===== src/rtl/bb_pkg.sv =====
package bb_pkg;

    localparam int ADDR_W = 32;
    localparam int DATA_W = 32;
    localparam int BIDX_W = $clog2(DATA_W);

    typedef logic [1:0] bb_size_t;

    typedef enum logic [1:0] {
        ST_IDLE = 2'd0,
        ST_RD   = 2'd1,
        ST_WR   = 2'd2,
        ST_RESP = 2'd3
    } bb_state_e;

    typedef struct packed {
        bb_state_e          state;
        logic               issued;
        logic               is_wr;
        logic               wbit;
        bb_size_t           size;
        logic [BIDX_W-1:0]  bidx;
        logic [ADDR_W-1:0]  maddr;
        logic [DATA_W-1:0]  wdata;
        logic [DATA_W-1:0]  rdata;
        logic               err;
    } bb_ctx_t;

endpackage


===== src/rtl/bb_window_decode.sv =====
module bb_window_decode
    import bb_pkg::*;
#(
    parameter int                          NUM_WIN     = 2,
    parameter int                          WIN_BITS    = 25,
    parameter logic [NUM_WIN-1:0][ADDR_W-1:0] ALIAS_BASES = '0,
    parameter logic [NUM_WIN-1:0][ADDR_W-1:0] SRC_BASES   = '0,
    parameter bit                          ENABLE      = 1'b1
) (
    input  logic [ADDR_W-1:0] addr,
    input  bb_size_t          size,
    output logic              hit,
    output logic              legal,
    output logic [ADDR_W-1:0] tgt,
    output logic [BIDX_W-1:0] bidx
);

    localparam int BYTE_SHIFT = BIDX_W;   // word->bit (2) plus bit->byte (3)

    logic [NUM_WIN-1:0]             match;
    logic [NUM_WIN-1:0][ADDR_W-1:0] cand;
    logic [ADDR_W-1:0]              raw;
    logic                           unused_lsb;

    assign unused_lsb = ^addr[1:0];

    for (genvar g = 0; g < NUM_WIN; g++) begin : g_win
        assign match[g] = ENABLE &&
                          (addr[ADDR_W-1:WIN_BITS] == ALIAS_BASES[g][ADDR_W-1:WIN_BITS]);
        assign cand[g]  = match[g]
                        ? (SRC_BASES[g] | (ADDR_W'(addr[WIN_BITS-1:0]) >> BYTE_SHIFT))
                        : '0;
    end

    always_comb begin
        raw = '0;
        for (int i = 0; i < NUM_WIN; i++) begin
            raw = raw | cand[i];
        end
        hit   = |match;
        legal = (size != 2'd3);
        tgt   = raw & ~((ADDR_W'(1) << size) - ADDR_W'(1));
        case (size)
            2'd0:    bidx = {2'b00, addr[4:2]};
            2'd1:    bidx = {1'b0, addr[5:2]};
            default: bidx = addr[6:2];
        endcase
    end

endmodule


===== src/rtl/bb_bit_lane.sv =====
module bb_bit_lane
    import bb_pkg::*;
(
    input  logic [DATA_W-1:0] data,
    input  bb_size_t          size,
    input  logic [BIDX_W-1:0] bidx,
    input  logic              wbit,
    output logic              bit_out,
    output logic [DATA_W-1:0] merged
);

    logic [DATA_W-1:0] keep;
    logic [DATA_W-1:0] sel;

    always_comb begin
        if (size >= 2'd2) begin
            keep = '1;
        end else begin
            keep = (DATA_W'(1) << (6'd8 << size)) - DATA_W'(1);
        end
        sel     = DATA_W'(1) << bidx;
        bit_out = |(data & sel);
        if (wbit) begin
            merged = (data & keep) | sel;
        end else begin
            merged = data & keep & ~sel;
        end
    end

endmodule


===== src/rtl/bitband_bridge.sv =====
module bitband_bridge
    import bb_pkg::*;
#(
    parameter int                             NUM_WIN     = 2,
    parameter int                             WIN_BITS    = 25,
    parameter logic [NUM_WIN-1:0][ADDR_W-1:0] ALIAS_BASES = {32'h4200_0000, 32'h2200_0000},
    parameter logic [NUM_WIN-1:0][ADDR_W-1:0] SRC_BASES   = {32'h4000_0000, 32'h2000_0000},
    parameter bit                             ENABLE      = 1'b1
) (
    input  logic              clk,
    input  logic              rst_n,
    input  logic              s_valid,
    output logic              s_ready,
    input  logic [ADDR_W-1:0] s_addr,
    input  logic [1:0]        s_size,
    input  logic              s_we,
    input  logic [DATA_W-1:0] s_wdata,
    output logic              s_rvalid,
    input  logic              s_rready,
    output logic [DATA_W-1:0] s_rdata,
    output logic              s_rerr,
    output logic              m_valid,
    input  logic              m_ready,
    output logic [ADDR_W-1:0] m_addr,
    output logic [1:0]        m_size,
    output logic              m_we,
    output logic [DATA_W-1:0] m_wdata,
    output logic              m_lock,
    input  logic              m_rvalid,
    input  logic [DATA_W-1:0] m_rdata,
    input  logic              m_rerr
);

    localparam bb_ctx_t CTX_RST = '{state: ST_IDLE, size: 2'd0, default: '0};

    bb_ctx_t ctx_q, ctx_d;

    logic              dec_hit, dec_legal;
    logic [ADDR_W-1:0] dec_tgt;
    logic [BIDX_W-1:0] dec_bidx;
    logic              lane_bit;
    logic [DATA_W-1:0] lane_merged;
    logic              unused_wdata;

    assign unused_wdata = ^s_wdata[DATA_W-1:1];

    bb_window_decode #(
        .NUM_WIN    (NUM_WIN),
        .WIN_BITS   (WIN_BITS),
        .ALIAS_BASES(ALIAS_BASES),
        .SRC_BASES  (SRC_BASES),
        .ENABLE     (ENABLE)
    ) i_decode (
        .addr (s_addr),
        .size (s_size),
        .hit  (dec_hit),
        .legal(dec_legal),
        .tgt  (dec_tgt),
        .bidx (dec_bidx)
    );

    bb_bit_lane i_lane (
        .data   (m_rdata),
        .size   (ctx_q.size),
        .bidx   (ctx_q.bidx),
        .wbit   (ctx_q.wbit),
        .bit_out(lane_bit),
        .merged (lane_merged)
    );

    // Port outputs from registered context
    assign s_ready  = (ctx_q.state == ST_IDLE);
    assign s_rvalid = (ctx_q.state == ST_RESP);
    assign s_rdata  = ctx_q.rdata;
    assign s_rerr   = ctx_q.err;
    assign m_valid  = ((ctx_q.state == ST_RD) || (ctx_q.state == ST_WR)) && !ctx_q.issued;
    assign m_we     = (ctx_q.state == ST_WR);
    assign m_addr   = ctx_q.maddr;
    assign m_size   = ctx_q.size;
    assign m_wdata  = ctx_q.wdata;
    assign m_lock   = ctx_q.is_wr && ((ctx_q.state == ST_RD) || (ctx_q.state == ST_WR));

    always_comb begin
        ctx_d = ctx_q;
        case (ctx_q.state)
            ST_IDLE: begin
                if (s_valid) begin
                    ctx_d.is_wr  = s_we;
                    ctx_d.wbit   = s_wdata[0];
                    ctx_d.size   = s_size;
                    ctx_d.bidx   = dec_bidx;
                    ctx_d.maddr  = dec_tgt;
                    ctx_d.wdata  = '0;
                    ctx_d.rdata  = '0;
                    ctx_d.issued = 1'b0;
                    if (dec_hit && dec_legal) begin
                        ctx_d.err   = 1'b0;
                        ctx_d.state = ST_RD;
                    end else begin
                        ctx_d.err   = 1'b1;
                        ctx_d.state = ST_RESP;
                    end
                end
            end
            ST_RD: begin
                if (m_valid && m_ready) begin
                    ctx_d.issued = 1'b1;
                end
                if (ctx_q.issued && m_rvalid) begin
                    if (m_rerr) begin
                        ctx_d.err   = 1'b1;
                        ctx_d.state = ST_RESP;
                    end else if (!ctx_q.is_wr) begin
                        ctx_d.rdata = {{(DATA_W-1){1'b0}}, lane_bit};
                        ctx_d.state = ST_RESP;
                    end else begin
                        ctx_d.wdata  = lane_merged;
                        ctx_d.issued = 1'b0;
                        ctx_d.state  = ST_WR;
                    end
                end
            end
            ST_WR: begin
                if (m_valid && m_ready) begin
                    ctx_d.issued = 1'b1;
                end
                if (ctx_q.issued && m_rvalid) begin
                    ctx_d.err   = m_rerr;
                    ctx_d.state = ST_RESP;
                end
            end
            default: begin
                if (s_rready) begin
                    ctx_d.state = ST_IDLE;
                end
            end
        endcase
    end

    always_ff @(posedge clk) begin
        if (!rst_n) begin
            ctx_q <= CTX_RST;
        end else begin
            ctx_q <= ctx_d;
        end
    end

    // response stays steady while it waits
    a_r11_resp_hold: assert property (@(posedge clk) disable iff (!rst_n)
        s_rvalid && !s_rready |=> s_rvalid && $stable(s_rdata) && $stable(s_rerr));

    // no new request accepted while a response is pending
    a_r11_busy: assert property (@(posedge clk) disable iff (!rst_n)
        s_rvalid |-> !s_ready);

    // every write-back is locked
    a_r6_wr_locked: assert property (@(posedge clk) disable iff (!rst_n)
        m_valid && m_we |-> m_lock);

    // lock released only when the response appears
    a_r6_lock_release: assert property (@(posedge clk) disable iff (!rst_n)
        $fell(m_lock) |-> s_rvalid);

    // good response carries only bit 0
    a_r4_read_clean: assert property (@(posedge clk) disable iff (!rst_n)
        s_rvalid && !s_rerr |-> (s_rdata[DATA_W-1:1] == '0));

    // memory address aligned to the access size
    a_r2_aligned: assert property (@(posedge clk) disable iff (!rst_n)
        m_valid |-> ((m_addr & ((ADDR_W'(1) << m_size) - ADDR_W'(1))) == '0));

    // memory request held until accepted
    a_r5_req_hold: assert property (@(posedge clk) disable iff (!rst_n)
        m_valid && !m_ready |=> m_valid && $stable(m_addr) && $stable(m_we) && $stable(m_wdata));

endmodule


===== config.mk =====
export PLATFORM = sky130hd
export DESIGN_NAME = bitband_bridge
export DESIGN_NICKNAME = d
export VERILOG_FILES = /design/src/rtl/bb_pkg.sv /design/src/rtl/bb_window_decode.sv /design/src/rtl/bb_bit_lane.sv /design/src/rtl/bitband_bridge.sv
export SDC_FILE = /design/constraint.sdc
export NUM_CORES = 1
export LEC_CHECK = 0
export ABC_CLOCK_PERIOD_IN_PS = 2600
export BUFFER_PORTS_ARGS = -buffer_cell sky130_fd_sc_hd__clkbuf_2
export CAP_MARGIN = 15
export CORE_MARGIN = 3
export CORE_UTILIZATION = 48
export DETAILED_ROUTE_END_ITERATION = 10
export PLACE_DENSITY = 0.84
export SLEW_MARGIN = 20
export SYNTH_ARGS = -nofsm -noshare
export SYNTH_HDL_FRONTEND = slang
export SYNTH_SLANG_ARGS = --single-unit

===== constraint.sdc =====
create_clock -name clk -period 2.6 [get_ports clk]
set_clock_uncertainty 0.05 [all_clocks]
set_input_delay 0.13 -clock clk [delete_from_list [all_inputs] [get_ports clk]]
set_output_delay 0.13 -clock clk [all_outputs]
set_load 0.01 [all_outputs]

==> flow_summary.yaml, run 1 <==
synth:
  synthCells: 590
  yosysUniqueCellTypes: 66
  synth_warnings: 0
  synth_edf_count: 0
  ys_ff_latch: 68
  synth-async-reset-ratio_pct: 0
  syn_area_per_cell_um2: 7.89
  syn_area_mm2: 0.00465
  synth_ff_type: "dfxtp_1"
  synth_seq_area_share_pct: 29.2
pwr:
  power_frac_seq_pct: 37.3
  powerDensity_mw_per_mm2: 612
  p_leak_nw: 2.16
  switchingPower_w: 0.00128
  pwr-share-clk_pct: 27.3
  swShare_pct: 40.0
  internal_power_w: 0.00192
  p_comb_share_pct: 35.4
  peakVddDrop_mv: 0.311
  power_w: 0.00320
cells_and_area:
  final_common_cell: "clkbuf_2"
  instances_no_fill: 808
  fin_util_pct: 56.0
  layout_common_cells: "clkbuf_2 (135), dfxtp_1 (68), nand2_1 (57)"
  nNetsFinal: 786
  area_delta_synth_final_pct: 12.3
  antenna_cells: 0
  drive_above_1_share_pct: 28.7
grt:
  grt_max_degree: 49
  grt_overflow_total: 0
  grt_pass1_wl_um: 20700
  grt_usage_pct: 22.8
  grt_pass1_vias: 4280
  antenna_found_initial: 0
route:
  routed-wl-met2_um: 6120
  wl_met1_um: 5280
  drt-total-wl_um: 12800
  wire_per_inst_um: 15.8
  wl_met3_um: 1140
  top_layer: "met4"
  viasPerCell: 5.45
  drcViolationCount: 0
  drt_iter0_markers: 335
  firstDrtPassIters: 5
  drt.antenna.violating_nets: 0
  vias: 4406
floorplanning:
  io_pins: 210
  core_area_mm2: 0.00933
  rows: 35
  die-area_mm2: 0.0109
  start_util_pct: 49.9
  fp.dieH_um: 104
  die_w_um: 104
setup_path:
  worstSetupPathDepth: 7
  start_kind: "flop"
  reg2reg_depth: 7
  worst_setup_path_end_kind: "flop"
  crit_fanout: 8
  crit_path_max_incr_delay_ns: 0.59
  required_ns: 2.83
  cp_num_buf_inv: 1
  worstSetupPathType: "reg2reg"
  r2r_start: "ctx_q[107]"
  rr_endpoint: "m_addr[18]"
  path_cells: "inv_1 -> ha_1 -> nand2_1 -> a2111oi_4 -> nor2b_1 -> a22oi_1 -> nor2_1"
  cp_top_family: "simple AND/OR/NAND/NOR gates"
  cp_slowest_cell: "nor2b_1"
  r2r_slack_ns: 0.32
  crit_arrival_ns: 2.51
worst_hold_path:
  min_path_cells: 3
  hold_end: "ctx_q[101]"
  hp-class: "in2reg"
  worstHoldStart: "s_addr[6]"
placed_design:
  port_buffers: 135
  place_hpwl_um: 9260
  place_congestion: 0.910
  placed_cells: 768
sta:
  setup_tns_ns: 0
  setup_viol: 0
  relSlewSlack_pct: 49.2
  slew_viol_final: 0
  period_minus_slack_ns: 2.28
  rsz0062_at_grt: "no"
  tightest_slew_ns: 0.759
  timing.final.crit_share_pct: 87.7
  fmax_ghz: 0.438
  hold_viol: 0
clock_network:
  clk_latency_ns: 0.35
  cts_setup_buffers: 0
  cts.sinks: 68
  tritoncts: "built"
  clk_root_buffer_cell: "clkbuf_8"
  htree_levels: 3
  cts_inserted_buffers: 9
  cts_buffer_depth: 2
  path_clk_slew_ns: 0.08
run_status:
  status: "complete, no violations"
job:
  maxCapViolations: 0
power by group through the flow:
| stage | combinational [W] | clock [W] | sequential (W) |
|---|---|---|---|
| floorplan | 0.000927 | 0 | 0.00116 |
| global placement | 0.00107 | 0 | 0.00121 |
| detailed placement | 0.00109 | 0 | 0.00122 |
| CTS | 0.00112 | 0.000894 | 0.00119 |
| global route | 0.00125 | 0.000932 | 0.00121 |
| finish | 0.00113 | 0.000874 | 0.00119 |
Yosys cell counts, types with 3 or more instances:
| cell | instances | area (um2) |
|---|---|---|
| buf_2 | 12 | 60.1 |
| a31oi_1 | 3 | 18.8 |
| buf_4 | 102 | 766 |
| nor2_1 | 43 | 161 |
| and3b_1 | 3 | 26.3 |
| dfxtp_1 | 68 | 1360 |
| buf_1 | 4 | 15.0 |
| mux2i_1 | 6 | 60.1 |
| nor2b_1 | 7 | 43.8 |
| nand2b_1 | 9 | 56.3 |
| nand3_1 | 40 | 200 |
| nand2_1 | 57 | 214 |
| nand3b_1 | 4 | 30.0 |
| and3_1 | 3 | 18.8 |
| o311ai_0 | 4 | 35.0 |
| ha_1 | 6 | 75.1 |
| a21oi_1 | 54 | 270 |
| mux2_2 | 6 | 67.6 |
| a22oi_1 | 33 | 248 |
| and2_1 | 3 | 18.8 |
| clkbuf_8 | 3 | 41.3 |
| o21ai_0 | 12 | 60.1 |
| o211ai_1 | 16 | 120 |
| clkbuf_1 | 20 | 75.1 |
| nor3_1 | 5 | 25.0 |
| a31o_2 | 8 | 70.1 |
| a21boi_0 | 3 | 22.5 |
| inv_1 | 6 | 22.5 |
| o21a_1 | 3 | 22.5 |
metal layers:
| metal | track usage [%] | vias to the layer above |
|---|---|---|
| li1 | - | 2125 |
| met1 | 28.8 | 2035 |
| met2 | 37.9 | 214 |
| met3 | 6.02 | 32 |
| met4 | 7.41 | 0 |
| met5 | 0 | - |
kinds of logic after synthesis:
| logic type | Yosys count | synth area share [%] |
|---|---|---|
| mux | 13 | 3.23 |
| fa+ha+maj | 6 | 1.61 |
| simple gates | 197 | 21.3 |
| buf+inv | 149 | 21.4 |
| flops | 68 | 29.2 |
| compound gates | 156 | 23.1 |
| other cells | 1 | 0.0806 |
worst max path at each step:
| stage | startpoint | end | slack (ns) |
|---|---|---|---|
| finish | ctx_q[107] | m_addr[18] | 0.32 |
| floorplan | ctx_q[107] | m_wdata[13] | 0.66 |
| CTS | ctx_q[107] | m_wdata[10] | 0.37 |
| global placement | ctx_q[108] | m_wdata[10] | 0.51 |
| global route | ctx_q[108] | m_addr[18] | 0.06 |
| detailed placement | ctx_q[107] | m_wdata[10] | 0.40 |
worst min-delay path, delay by kind of cell:
family,cells,cell delay [ns]
AO/OA/AOI/OAI,1,0.06
buffers and inverters,1,0.09
AND/OR/NAND/NOR,1,0.09
sequential cells by signal, summed over array words and instances, names as in the netlist:
signal and flops:
ctx_q 10, s_rdata 1, m_addr 22, m_size 2, m_wdata 32, s_rerr 1
area by class of cell:
| type | instances | area, um2 |
|---|---|---|
| clock buffer | 9 | 124 |
| clock inverter | 7 | 67.6 |
| fill | 865 | 4100 |
| inverter | 7 | 26.3 |
| multi-input combinational | 413 | 2450 |
| sequential | 68 | 1360 |
| tap | 129 | 161 |
| timing repair buffer | 175 | 1040 |
per-stage QoR:
step	hold WS, ns	instance area (um2)	setup WS, ns
after floorplan	0.196	4800	0.665
after global placement	0.314	4790	0.514
after detailed placement	0.321	4790	0.400
after CTS	0.0115	5230	0.367
after global routing	0.0320	5230	0.0641
final	0.0144	5230	0.319
what timing repair did:
action,CTS,global route
endpoints found under the hold margin,24,0
gates resized for setup,0,0
hold buffers,24,0
Note: power is estimated with default switching activity, not from simulation.
==> run 2: changes to the inputs <==
--- a/config.mk
+++ b/config.mk
@@ -8,7 +8,7 @@
 export ABC_CLOCK_PERIOD_IN_PS = 2600
 export BUFFER_PORTS_ARGS = -buffer_cell sky130_fd_sc_hd__clkbuf_2
 export CAP_MARGIN = 15
-export CORE_MARGIN = 3
+export CORE_MARGIN = 2
 export CORE_UTILIZATION = 48
 export DETAILED_ROUTE_END_ITERATION = 10
 export PLACE_DENSITY = 0.84
==> run 2 against run 1 <==
  * Non-clock buffer count fell by 1
  * Count of clock-buffer cells in the layout increased by 3
  * Worst hold slack better by 0.0025 ns
  * Combinational power about the same
  * Power rose by 0.76%
  * Critical path depth is 1 lower
  * Largest cell class unchanged
==> flow_summary.yaml, run 2 (synthesis results as in run 1) <==
cells_and_area:
  antenna_cells: 0
  area_delta_synth_final_pct: 12.2
  fin_util_pct: 56.0
  instances_no_fill: 807
  final_common_cell: "clkbuf_2"
  fin_area_mm2: 0.00522
  nNetsFinal: 785
  layout_common_cells: "clkbuf_2 (135), dfxtp_1 (68), nand2_1 (57)"
  drive_above_1_share_pct: 28.8
  largest_reg_flops: 32
floorplanning:
  die_w_um: 102
  core_area_mm2: 0.00933
  fp.dieH_um: 102
  start_util_pct: 49.9
  die-area_mm2: 0.0105
  io_pins: 210
  rows: 35
sta:
  fmax_ghz: 0.462
  slew_viol_final: 0
  relSlewSlack_pct: 50.4
  period_minus_slack_ns: 2.17
  setup_tns_ns: 0
  setup_ws_ns: 0.434
  setup_viol: 0
  hold_viol: 0
  tightest_slew_ns: 0.734
  timing.final.crit_share_pct: 83.3
  rsz0062_at_grt: "no"
setup_path:
  crit_arrival_ns: 2.38
  worst_setup_path_end_kind: "flop"
  required_ns: 2.82
  cp_top_family: "simple AND/OR/NAND/NOR gates"
  cp_num_buf_inv: 1
  crit_fanout: 16
  path_cells: "inv_1 -> ha_1 -> o21ai_0 -> nor2_2 -> nand3_1 -> a21oi_1"
  crit_path_max_incr_delay_ns: 0.55
  worstSetupPathType: "reg2reg"
  cp_slowest_cell: "nor2_2"
  start_kind: "flop"
grt:
  grt_use_met1_pct: 29.6
  grt_usage_pct: 23.2
  top_usage_layer: "met2"
  gr-usage-met2_pct: 38.1
  antenna_found_initial: 0
  grt_util_met3_pct: 6.22
  grt_pass1_vias: 4086
  grt_pass1_wl_um: 19500
  grt_max_degree: 49
  grt_overflow_total: 0
pwr:
  peakVddDrop_mv: 0.361
  powerDensity_mw_per_mm2: 617
  p_leak_nw: 2.17
clock_network:
  path_clk_slew_ns: 0.08
  cts.sinks: 68
  cts_setup_buffers: 0
  cts_inserted_buffers: 9
  htree_levels: 3
  tritoncts: "built"
  cts_buffer_depth: 2
  clk_latency_ns: 0.34
  clk_root_buffer_cell: "clkbuf_8"
route:
  vias: 4433
  drt.antenna.violating_nets: 0
  wire_per_inst_um: 15.3
  drt-total-wl_um: 12300
  viasPerCell: 5.49
  drcViolationCount: 0
  firstDrtPassIters: 5
  drt_iter0_markers: 312
placed_design:
  post-place-ws_ns: 0.450
  place_congestion: 0.938
  placed_cells: 769
  port_buffers: 135
  place_hpwl_um: 9000
  post_dp_cell_area_mm2: 0.00480
run_status:
  status: "complete, no violations"
worst_hold_path:
  hp-class: "in2reg"
job:
  maxCapViolations: 0
==> run 2: cell count changes in the layout (fill, tap and decap cells not counted) <==
cell,change
buf_4,+1
clkbuf_1,+1
clkbuf_8,+2
clkinv_2,-1
clkinvlp_4,-2
dlygate4sd3_1,-2
==> run 2: final timing paths <==
kind | from | slack, ns | endpoint | depth (start not counted)
max | ctx_q[108] | 0.43 | m_wdata[20] | 6
max reg2reg | ctx_q[108] | 0.43 | m_wdata[20] | 6
min | s_addr[19] | 0.02 | m_addr[14] | 3
min reg2reg | m_wdata[12] | 0.40 | m_wdata[12] | 2
==> run 2: cell type report <==
class                      instances  area, um2
fill                             874       4100
multi-input combinational        413       2450
sequential                        68       1360
timing repair buffer             174       1020
tap                              129        161
clock buffer                      12        155
clock inverter                     4       47.5
inverter                           7       26.3
==> run 2: metrics by stage <==
stage / power, W / hold WS [ns]
6_report: 0.00322 / 0.0169
5_1_grt: 0.00342 / 0.0162
4_1_cts: 0.00323 / 0.00163
3_5_place_dp: 0.00231 / 0.312
3_3_place_gp: 0.00228 / 0.312
2_1_floorplan: 0.00208 / 0.196
==> run 2: repair_timing <==
action / 4_1_cts / 5_1_grt
hold buffers: 22 / 0
endpoints found under the hold margin: 22 / 0
resized for setup: 0 / 0
==> run 2: tightest hold or removal path, stage by stage <==
cell and delay [ns]:
clkbuf_2 0.09, a22oi_1 0.06, nor2_1 0.08
==> run 2: metal layers <==
metal	wire (um)	part of all wire (%)
met1	5160	42
met2	5840	47
met3	1140	9.2
met4	207	1.7
met5	0	0
==> run 2: report_power, final <==
part | internal [W] | leakage [nW] | switching [W]
clock network | 0.000493 | 0.102 | 0.000407
logic | 0.000387 | 1.51 | 0.000742
registers | 0.00110 | 0.550 | 0.0000991
total | 0.00198 | 2.17 | 0.00125
